--- src/rtl/rvc_pkg.sv ---
package rvc_pkg;

   localparam logic [6:0] OPC_LOAD   = 7'h03;
   localparam logic [6:0] OPC_OPIMM  = 7'h13;
   localparam logic [6:0] OPC_STORE  = 7'h23;
   localparam logic [6:0] OPC_OP     = 7'h33;
   localparam logic [6:0] OPC_LUI    = 7'h37;
   localparam logic [6:0] OPC_BRANCH = 7'h63;
   localparam logic [6:0] OPC_JALR   = 7'h67;
   localparam logic [6:0] OPC_JAL    = 7'h6F;
   localparam logic [6:0] OPC_SYSTEM = 7'h73;

   // slot = {quadrant, funct3}
   typedef enum logic [4:0] {
      SL_ADDI4SPN = 5'b00_000,
      SL_LW       = 5'b00_010,
      SL_SW       = 5'b00_110,
      SL_ADDI     = 5'b01_000,
      SL_JAL      = 5'b01_001,
      SL_LI       = 5'b01_010,
      SL_LUISP    = 5'b01_011,
      SL_ALU      = 5'b01_100,
      SL_J        = 5'b01_101,
      SL_BEQZ     = 5'b01_110,
      SL_BNEZ     = 5'b01_111,
      SL_SLLI     = 5'b10_000,
      SL_LWSP     = 5'b10_010,
      SL_CR       = 5'b10_100,
      SL_SWSP     = 5'b10_110
   } rvc_slot_e;

   typedef struct packed {
      logic [4:0]  rd;      // [11:7]
      logic [4:0]  rs2;     // [6:2]
      logic [4:0]  rp_hi;   // 8 + [9:7]
      logic [4:0]  rp_lo;   // 8 + [4:2]
      logic [11:0] simm6;
      logic [11:0] uimm_spn;
      logic [11:0] off_lsw;
      logic [11:0] off_lwsp;
      logic [11:0] off_swsp;
      logic [11:0] imm_sp16;
      logic [19:0] imm_lui;
      logic [20:0] off_jmp;
      logic [12:0] off_br;
   } rvc_fields_t;

   function automatic logic [31:0] mk_i(logic [11:0] imm, logic [4:0] rs1,
                                        logic [2:0] f3, logic [4:0] rd, logic [6:0] op);
      return {imm, rs1, f3, rd, op};
   endfunction

   function automatic logic [31:0] mk_r(logic [6:0] f7, logic [4:0] rs2, logic [4:0] rs1,
                                        logic [2:0] f3, logic [4:0] rd, logic [6:0] op);
      return {f7, rs2, rs1, f3, rd, op};
   endfunction

   function automatic logic [31:0] mk_s(logic [11:0] imm, logic [4:0] rs2, logic [4:0] rs1,
                                        logic [2:0] f3);
      return {imm[11:5], rs2, rs1, f3, imm[4:0], OPC_STORE};
   endfunction

   function automatic logic [31:0] mk_b(logic [12:0] imm, logic [4:0] rs1, logic [2:0] f3);
      return {imm[12], imm[10:5], 5'd0, rs1, f3, imm[4:1], imm[11], OPC_BRANCH};
   endfunction

   function automatic logic [31:0] mk_u(logic [19:0] imm, logic [4:0] rd);
      return {imm, rd, OPC_LUI};
   endfunction

   function automatic logic [31:0] mk_j(logic [20:0] imm, logic [4:0] rd);
      return {imm[20], imm[10:1], imm[11], imm[19:12], rd, OPC_JAL};
   endfunction

endpackage

--- src/rtl/rvc_field_unpack.sv ---
module rvc_field_unpack
   import rvc_pkg::*;
#(
   parameter int HALF_W = 16
) (
   input  logic [HALF_W-1:0] c,
   output rvc_fields_t       f
);

   localparam int SPREAD_W = HALF_W - 4;   // bits above the fixed field map

   always_comb begin
      f.rd       = c[11:7];
      f.rs2      = c[6:2];
      f.rp_hi    = {2'b01, c[9:7]};
      f.rp_lo    = {2'b01, c[4:2]};
      f.simm6    = {{6{c[12]}}, c[12], c[6:2]};
      f.uimm_spn = {2'b00, c[10:7], c[12:11], c[5], c[6], 2'b00};
      f.off_lsw  = {5'd0, c[5], c[12:10], c[6], 2'b00};
      f.off_lwsp = {4'd0, c[3:2], c[12], c[6:4], 2'b00};
      f.off_swsp = {4'd0, c[8:7], c[12:9], 2'b00};
      f.imm_sp16 = {{3{c[12]}}, c[4:3], c[5], c[2], c[6], 4'b0000};
      f.imm_lui  = {{14{c[12]}}, c[12], c[6:2]};
      f.off_jmp  = {{9{c[12]}}, c[12], c[8], c[10:9], c[6], c[7], c[2], c[11], c[5:3], 1'b0};
      f.off_br   = {{4{c[12]}}, c[12], c[6:5], c[2], c[11:10], c[4:3], 1'b0};
   end

   if (SPREAD_W != 12) begin : g_bad_width
      $error("rvc_field_unpack: HALF_W must be 16");
   end

endmodule

--- src/rtl/rvc_expand_core.sv ---
module rvc_expand_core
   import rvc_pkg::*;
#(
   parameter int HALF_W = 16,
   parameter int WORD_W = 32
) (
   input  logic              valid_i,
   input  logic [HALF_W-1:0] c,
   input  rvc_fields_t       f,
   output logic [WORD_W-1:0] word_o,
   output logic              ill_o
);

   localparam int SLOT_W = 5;

   logic [SLOT_W-1:0] slot;
   logic [31:0]       word;
   logic              ill;

   assign slot = {c[1:0], c[15:13]};

   always_comb begin
      word = '0;
      ill  = 1'b0;
      case (slot)
         SL_ADDI4SPN: begin
            ill  = (f.uimm_spn == '0);
            word = mk_i(f.uimm_spn, 5'd2, 3'b000, f.rp_lo, OPC_OPIMM);
         end
         SL_LW:   word = mk_i(f.off_lsw, f.rp_hi, 3'b010, f.rp_lo, OPC_LOAD);
         SL_SW:   word = mk_s(f.off_lsw, f.rp_lo, f.rp_hi, 3'b010);
         SL_ADDI: word = mk_i(f.simm6, f.rd, 3'b000, f.rd, OPC_OPIMM);
         SL_JAL:  word = mk_j(f.off_jmp, 5'd1);
         SL_LI:   word = mk_i(f.simm6, 5'd0, 3'b000, f.rd, OPC_OPIMM);
         SL_LUISP: begin
            if (f.rd == 5'd2) begin
               ill  = (f.imm_sp16 == '0);
               word = mk_i(f.imm_sp16, 5'd2, 3'b000, 5'd2, OPC_OPIMM);
            end else begin
               ill  = (f.simm6 == '0);
               word = mk_u(f.imm_lui, f.rd);
            end
         end
         SL_ALU: begin
            case (c[11:10])
               2'b00: begin
                  ill  = c[12];
                  word = mk_i({7'b0000000, c[6:2]}, f.rp_hi, 3'b101, f.rp_hi, OPC_OPIMM);
               end
               2'b01: begin
                  ill  = c[12];
                  word = mk_i({7'b0100000, c[6:2]}, f.rp_hi, 3'b101, f.rp_hi, OPC_OPIMM);
               end
               2'b10: word = mk_i(f.simm6, f.rp_hi, 3'b111, f.rp_hi, OPC_OPIMM);
               default: begin
                  ill = c[12];
                  case (c[6:5])
                     2'b00:   word = mk_r(7'b0100000, f.rp_lo, f.rp_hi, 3'b000, f.rp_hi, OPC_OP);
                     2'b01:   word = mk_r(7'b0000000, f.rp_lo, f.rp_hi, 3'b100, f.rp_hi, OPC_OP);
                     2'b10:   word = mk_r(7'b0000000, f.rp_lo, f.rp_hi, 3'b110, f.rp_hi, OPC_OP);
                     default: word = mk_r(7'b0000000, f.rp_lo, f.rp_hi, 3'b111, f.rp_hi, OPC_OP);
                  endcase
               end
            endcase
         end
         SL_J:    word = mk_j(f.off_jmp, 5'd0);
         SL_BEQZ: word = mk_b(f.off_br, f.rp_hi, 3'b000);
         SL_BNEZ: word = mk_b(f.off_br, f.rp_hi, 3'b001);
         SL_SLLI: begin
            ill  = c[12];
            word = mk_i({7'b0000000, c[6:2]}, f.rd, 3'b001, f.rd, OPC_OPIMM);
         end
         SL_LWSP: begin
            ill  = (f.rd == 5'd0);
            word = mk_i(f.off_lwsp, 5'd2, 3'b010, f.rd, OPC_LOAD);
         end
         SL_CR: begin
            if (!c[12]) begin
               if (f.rs2 == 5'd0) begin
                  ill  = (f.rd == 5'd0);
                  word = mk_i(12'd0, f.rd, 3'b000, 5'd0, OPC_JALR);
               end else begin
                  word = mk_r(7'd0, f.rs2, 5'd0, 3'b000, f.rd, OPC_OP);
               end
            end else if (f.rs2 == 5'd0) begin
               if (f.rd == 5'd0) word = mk_i(12'd1, 5'd0, 3'b000, 5'd0, OPC_SYSTEM);
               else              word = mk_i(12'd0, f.rd, 3'b000, 5'd1, OPC_JALR);
            end else begin
               word = mk_r(7'd0, f.rs2, f.rd, 3'b000, f.rd, OPC_OP);
            end
         end
         SL_SWSP: word = mk_s(f.off_swsp, f.rs2, 5'd2, 3'b010);
         default: ill = 1'b1;
      endcase
   end

   assign ill_o  = valid_i & ill;
   assign word_o = (valid_i & ~ill) ? word[WORD_W-1:0] : '0;

   always_comb begin
      if (valid_i === 1'b1 && c[1:0] == 2'b11) begin
         assert_quadrant3_illegal_R1: assert (ill_o && word_o == '0);
      end
      if (valid_i === 1'b1 && !ill_o) begin
         assert_opcode_legal_R1: assert (word_o[6:0] inside {OPC_LOAD, OPC_OPIMM, OPC_STORE,
            OPC_OP, OPC_LUI, OPC_BRANCH, OPC_JALR, OPC_JAL, OPC_SYSTEM});
      end
      if (valid_i === 1'b1 && slot == SL_JAL) begin
         assert_jal_link_R5: assert (word_o[11:7] == 5'd1);
      end
   end

   if (WORD_W != 32) begin : g_bad_word
      $error("rvc_expand_core: WORD_W must be 32");
   end

endmodule

--- src/rtl/rvc_out_stage.sv ---
module rvc_out_stage #(
   parameter int WORD_W  = 32,
   parameter bit REG_OUT = 1'b1
) (
   input  logic              clk,
   input  logic              rst_n,
   input  logic              valid_i,
   input  logic [WORD_W-1:0] word_i,
   input  logic              ill_i,
   output logic              valid_o,
   output logic [WORD_W-1:0] word_o,
   output logic              ill_o
);

   if (REG_OUT) begin : g_reg
      always_ff @(posedge clk or negedge rst_n) begin
         if (!rst_n) begin
            valid_o <= 1'b0;
            word_o  <= '0;
            ill_o   <= 1'b0;
         end else begin
            valid_o <= valid_i;
            word_o  <= word_i;
            ill_o   <= ill_i;
         end
      end

      assert_latency_on_R12: assert property (@(posedge clk) disable iff (!rst_n)
         valid_i |=> valid_o);
      assert_latency_off_R12: assert property (@(posedge clk) disable iff (!rst_n)
         !valid_i |=> !valid_o);
   end else begin : g_comb
      assign valid_o = valid_i;
      assign word_o  = word_i;
      assign ill_o   = ill_i;
   end

endmodule

--- src/rtl/rvc_expander.sv ---
module rvc_expander
   import rvc_pkg::*;
#(
   parameter int HALF_W  = 16,
   parameter int WORD_W  = 32,
   parameter bit REG_OUT = 1'b1
) (
   input  logic              clk,
   input  logic              rst_n,
   input  logic              in_valid,
   input  logic [HALF_W-1:0] in_half,
   output logic              out_valid,
   output logic [WORD_W-1:0] out_word,
   output logic              out_illegal
);

   localparam int RATIO = WORD_W / HALF_W;

   rvc_fields_t       fields;
   logic [WORD_W-1:0] core_word;
   logic              core_ill;

   if (HALF_W != 16 || RATIO != 2) begin : g_bad_params
      $error("rvc_expander: only HALF_W=16 and WORD_W=32 are defined");
   end

   rvc_field_unpack #(.HALF_W(HALF_W)) u_unpack (
      .c (in_half),
      .f (fields)
   );

   rvc_expand_core #(.HALF_W(HALF_W), .WORD_W(WORD_W)) u_core (
      .valid_i (in_valid),
      .c       (in_half),
      .f       (fields),
      .word_o  (core_word),
      .ill_o   (core_ill)
   );

   rvc_out_stage #(.WORD_W(WORD_W), .REG_OUT(REG_OUT)) u_out (
      .clk     (clk),
      .rst_n   (rst_n),
      .valid_i (in_valid),
      .word_i  (core_word),
      .ill_i   (core_ill),
      .valid_o (out_valid),
      .word_o  (out_word),
      .ill_o   (out_illegal)
   );

   assert_illegal_zero_word_R11: assert property (@(posedge clk) disable iff (!rst_n)
      out_illegal |-> (out_valid && out_word == '0));
   assert_idle_quiet_R11: assert property (@(posedge clk) disable iff (!rst_n)
      !out_valid |-> (!out_illegal && out_word == '0));

endmodule

--- config.mk ---
export PLATFORM = sky130hd
export DESIGN_NAME = rvc_expander
export DESIGN_NICKNAME = d
export VERILOG_FILES = /design/src/rtl/rvc_pkg.sv /design/src/rtl/rvc_field_unpack.sv /design/src/rtl/rvc_expand_core.sv /design/src/rtl/rvc_out_stage.sv /design/src/rtl/rvc_expander.sv
export SDC_FILE = /design/constraint.sdc
export NUM_CORES = 1
export LEC_CHECK = 0
export BUFFER_PORTS_ARGS = -buffer_cell sky130_fd_sc_hd__buf_2
export CAP_MARGIN = 10
export CELL_PAD_IN_SITES_DETAIL_PLACEMENT = 0
export CELL_PAD_IN_SITES_GLOBAL_PLACEMENT = 2
export CORE_MARGIN = 1
export CORE_UTILIZATION = 33
export CTS_CLUSTER_DIAMETER = 200
export DETAILED_ROUTE_END_ITERATION = 16
export GPL_TIMING_DRIVEN = 0
export HOLD_SLACK_MARGIN = 0.03
export PLACE_DENSITY_LB_ADDON = 0.1
export REMOVE_ABC_BUFFERS = 1
export SYNTH_ARGS = -nofsm -noshare
export SYNTH_HDL_FRONTEND = slang
export SYNTH_SLANG_ARGS = --single-unit
export TNS_END_PERCENT = 5
--- constraint.sdc ---
create_clock -name clk -period 1.1 [get_ports clk]
set_clock_uncertainty 0.15 [all_clocks]
set_input_delay 0.11 -clock clk [delete_from_list [all_inputs] [get_ports clk]]
set_output_delay 0.11 -clock clk [all_outputs]
set_load 0.01 [all_outputs]
# Yosys cells after proc, flatten, opt, wreduce, memory -nomap -nowiden

Cells that the tools add are included.

Reduce and logical (&&, ||, !) cells: 9
Divide/modulo/power cells: 0
Eq/ne operators: 19
Multiplexer cells: 14
Bitwise operators: 3
Multiply operators: 0
Magnitude comparators: 0
Shift operators: 0
Add/subtract/negate cells: 0

Operator list:

| operator                                                               | count |
|---|---|
| 32-bit one-hot mux with 15 select lines                                | 1 |
| 32-bit one-hot mux with 3 select lines                                 | 1 |
| 31-bit one-hot mux with 3 select lines                                 | 1 |
| 25-bit 2-to-1 mux                                                      | 3 |
| 5-bit by 4-bit equality test with 1-bit output (second input constant) | 8 |
| 12-bit zero test                                                       | 3 |
| 32-bit 2-to-1 mux                                                      | 1 |
| 29-bit 2-to-1 mux                                                      | 1 |
| 21-bit 2-to-1 mux                                                      | 1 |
| 5-bit equality test (second input constant)                            | 4 |
| 5-bit zero test                                                        | 3 |
| 5-bit by 2-bit equality test with 1-bit output (second input constant) | 2 |
| 9-bit OR reduction                                                     | 1 |
| 1-bit one-hot mux with 7 select lines                                  | 1 |
| 5-bit by 3-bit equality test with 1-bit output (second input constant) | 1 |
| 2-bit by 1-bit equality test with 1-bit output (second input constant) | 2 |
| 2-bit equality test (second input constant)                            | 2 |
| 2-bit zero test                                                        | 2 |
| 1-bit 2-to-1 mux                                                       | 4 |
| 1-bit bitwise AND                                                      | 2 |
| 1-bit NOT                                                              | 1 |

Bits in latches: 0
Word-level logic and storage cells: 48
ROM bits: 0
Register bits after elaboration: 34
RAM bits: 0
Output and inout bits: 34
Memories: 0

# Logic depth before layout (Yosys ltp)

Depth in word-level cells: 7
Mapped depth: 8
Gate-level depth less buffers: 5

# Cells and area by module

A second synthesis with hierarchy kept.

Cell total of the unflattened synthesis: 456
Area total of the unflattened synthesis: 3896.2 um2

By module, submodules not included:

| module           | cells an instance | times used | area an instance (um2) |
|---|---|---|---|
| rvc_expand_core  | 274               | 1          | 1941.9 |
| rvc_field_unpack | 148               | 1          | 1103.6 |
| rvc_out_stage    | 34                | 1          | 850.8 |

# Worst setup path before layout

OpenSTA, ideal clock, no wires.

Path type: in2reg
Start: in in_half[14]
End: reg u_out.word_o[17]
Buffers on the path: 3
Data required time: 0.815 ns
Arrival time: 1.399 ns
Cell stages on the path: 8
Path slack: -0.584 ns
Setup time: 0.135 ns
Cells stage by stage: buf_6 -> or2_1 -> buf_6 -> a2111oi_1 -> o21ai_0 -> nand4_2 -> buf_4 -> a21oi_1

Longest elaborated chain between the ends: 6

RTL lines:

| item                                                                   | line                  | source |
|---|---|---|
| start: declaration                                                     | rvc_expander.sv:11    | `input logic [HALF_W-1:0] in_half,` |
| 5-bit by 2-bit equality test with 1-bit output (tied with other cells) | rvc_expand_core.sv:25 | `case (slot)` |
| 9-bit OR reduction (no line)                                           | --                    |  |
| 1-bit one-hot mux with 7 select lines                                  | rvc_expand_core.sv:25 |  |
| 1-bit NOT                                                              | rvc_expand_core.sv:98 | `assign word_o = (valid_i & ~ill) ? word[WORD_W-1:0] : '0;` |
| 1-bit bitwise AND                                                      | rvc_expand_core.sv:98 |  |
| 32-bit 2-to-1 mux *                                                    | rvc_expand_core.sv:98 |  |
| named net core_word[17]                                                | rvc_expander.sv:20    | `logic [WORD_W-1:0] core_word;` |
| end signal: assignment                                                 | rvc_out_stage.sv:23   | `word_o <= word_i;` |
| end: declaration                                                       | rvc_out_stage.sv:11   | `output logic [WORD_W-1:0] word_o,` |

Mark *: on every way through the listed nets, which the timed path passes. The rest lies on a longest branch.

# Worst setup path after layout

Start: in in_half[1]
End: reg u_out.word_o[28]

The elaborated chain is that of the path after synthesis.

==> run_results.csv <==
group,metric,value,unit
route,vias_per_cell,6.15,
placement,place_congestion,0.900,
floorplan,pin_count,53,
sta,rsz0062_at_grt,"true",
grt,grt_antenna_before_repair,0,
critical_path,crit_required,1090,ps
floorplan,die_w,83.2,um
floorplan,coreArea,6350,um2
grt,grt_pass1_wl,13900,um
floorplan,die_height,83.2,um
synthesis,yosysMostFrequentCell,"dfrtp_1",
clock_network,root_buffer,"clkbuf_8",
synthesis,synth_edf_count,0,
critical_path,max_stage_delay,420,ps
placement,dp_cells,372,
layout,layout.nets,358,
clock_network,tritoncts.num_buffers,5,
sta,slew_headroom,0.511,
route,wl,8960,um
clock_network,tritoncts,"built",
synthesis,synth_top_cell_by_area,"dfrtp_1",
placement,hpwl,5180,um
clock_network,cts.sink_count,33,
route,vias,2565,
route,drt_first_pass_iters,5,
synthesis,yosysUniqueCellTypes,53,
synthesis,synth_ff_type,"dfrtp_1",
flow_run,drv_cap,0,
sta,finalHoldViolations,33,
sta,hold_slack,-276,ps
layout,fill_cells,619,
power,p_total,3.03,mW
route,ant_nets,0,
layout,drive_above_1_share,0.379,
sta,tightest_slew,733,ps
run_status,violations,"hold timing, setup timing",
grt,grt_pass1_vias,2399,
floorplan,die_area,6930,um2
route,initialDrtViolationCount,281,
sta,period_needed,1450,ps
sta,fin_ws,-353,ps
sta,fin_crit_sh,1.32,
sta,max_freq,0.688,GHz
synthesis,yosys_warnings,0,
critical_path,worst_setup_path_end_kind,"flip-flop",
clock_network,cts_buffer_depth,2,
floorplan,initial_core_util,0.343,
synthesis,synth_common_cells,"33 x dfrtp_1, 31 x nand2_1, 27 x nor2_1",
synthesis,synth_cells,266,
synthesis,synth.top_cell.area_share,0.379,
layout,area_delta_synth_final,50.8,%
min_path,hp-class,"in -> async",
synthesis,avgSynthCellArea,8.18,um2
critical_path,worstPathArrival,1450,ps
run_status,status,"complete, but fails checks",
route,drc,0,
grt,grt_max_degree,34,
sta,setup_viol,32,
critical_path,path_class,"in -> reg",
synthesis,syn_area,2180,um2
synthesis,synth_seq_cells,33,
clock_network,clkSlewWorstSetupHoldPaths,70,ps
critical_path,start_kind,"primary input",
synthesis,synth_area_leaders,"dfrtp_1 38%, a21oi_1 5.5%, nand2_1 5.3%, o21ai_0 5.1%, nor2_1 4.7%",
route,wl_per_cell,21.5,um
power,peakVddDrop,0.000511,V
critical_path,slowest_stage,"a211o_4",
placement,dp_slack,-1710,ps
synthesis,ys_seq_area_frac,0.379,
layout,diodes,0,
floorplan,rows,29,
sta,final_max_slew_viol_count,0,
placement,port_buffers,52,
power,p_leak,1.43,nW
synthesis,ys_async_sr_fraction,1.00,
grt,grt_overflow,0,
power,powerDensity,922,nW/um2
sta,fin_tns_setup,-10260,ps
grt,grt_usage,0.261,
critical_path,crit_fanout,11,
layout,finalNonFillerCells,417,
clock_network,htree_levels,2,
layout,final_core_util,0.517,
critical_path,cp_cell_sequence,"buf_16 > nand2b_4 > or3_4 > a211o_4 > nand4_4 > a21oi_1",
-- power by group --
| group | leakage (nW) | total, mW | internal [mW] | switching, mW |
|---|---|---|---|---|
| Sequential | 0.452 | 1.26 | 1.25 | 0.00809 |
| Clock | 0.0450 | 0.895 | 0.438 | 0.457 |
| Combinational | 0.936 | 0.873 | 0.378 | 0.495 |
-- cells in the final DEF (no fill, tap or decap), types with 7 or more instances in the layout --
| master | netlist | routed |
|---|---|---|
| a21oi_1 | 24 | 21 |
| a31oi_1 | 13 | 11 |
| nand2_1 | 31 | 28 |
| o21ai_0 | 22 | 20 |
| dlygate4sd3_1 | 0 | 7 |
| dfrtp_1 | 33 | 33 |
| nor2_1 | 27 | 25 |
| inv_1 | 10 | 10 |
| buf_4 | 3 | 25 |
| buf_2 | 8 | 40 |
-- cell families after synthesis --
| family | after synthesis | synth area share |
|---|---|---|
| and+or+nand+nor | 97 | 0.228 |
| AOI/OAI and AO/OA | 100 | 0.298 |
| buffers and inverters | 34 | 0.0856 |
| muxes | 2 | 0.00977 |
| DFF | 33 | 0.379 |
-- metal layers --
metal  vias to the layer above  GRT usage  routed length [um]  share of wire
li1                       1135          -                   -              -
met4                         0     0.0940                 340          0.038
met1                      1215      0.361                3830           0.43
met3                        41     0.0557                 728          0.081
met5                         -          0                   0              0
met2                       174      0.400                4060           0.45
-- metrics by stage --
stage	instance area (um2)	hold WS (ps)
after CTS	3160	-243
after global routing	3280	-200
after global placement	2390	38.6
final	3280	-276
after detailed placement	2390	68.3
after floorplan	2030	-336
-- flip-flops by register name, summed over array words and instances (netlist names) --
signal,count
u_out.word_o,31
u_out.ill_o,1
u_out.valid_o,1
-- layout make-up --
type | count | area (um2) | share of cell area
Clock buffer | 6 | 72.6 | 0.0221
Clock inverter | 2 | 10.0 | 0.00305
Inverter | 11 | 41.3 | 0.0126
Multi-Input combinational cell | 202 | 1450 | 0.442
Sequential cell | 33 | 826 | 0.252
Tap cell | 77 | 96.3 | 0.0293
Timing Repair Buffer | 86 | 785 | 0.239
-- final timing paths --
| path | start | endpoint | slack [ps] | cells past startpoint |
|---|---|---|---|---|
| setup / recovery | in_half[1] | u_out.word_o[28] | -350 | 6 |
| hold / removal | rst_n | u_out.word_o[8] | -280 | 1 |
| max in group asynchronous | rst_n | u_out.word_o[15] | 600 | 1 |
| min in group clk | in_half[3] | u_out.word_o[27] | 40 | 3 |
-- worst max-delay path: cells and delay by family --
kind	cells	cell delay (ps)
compound gates	2	490
buf+inv	1	120
simple gates	3	710
-- what timing repair did --
item / CTS / global route
endpoints found under the setup margin: 32 / 32
pin swaps: 18 / 10
buffers inserted: 18 / 5
endpoints found under the hold margin: 40 / 35
cloned: 6 / 1
hold buffers: 6 / 1
resized for setup: 77 / 14
Note: power is estimated with default switching activity, not from simulation.
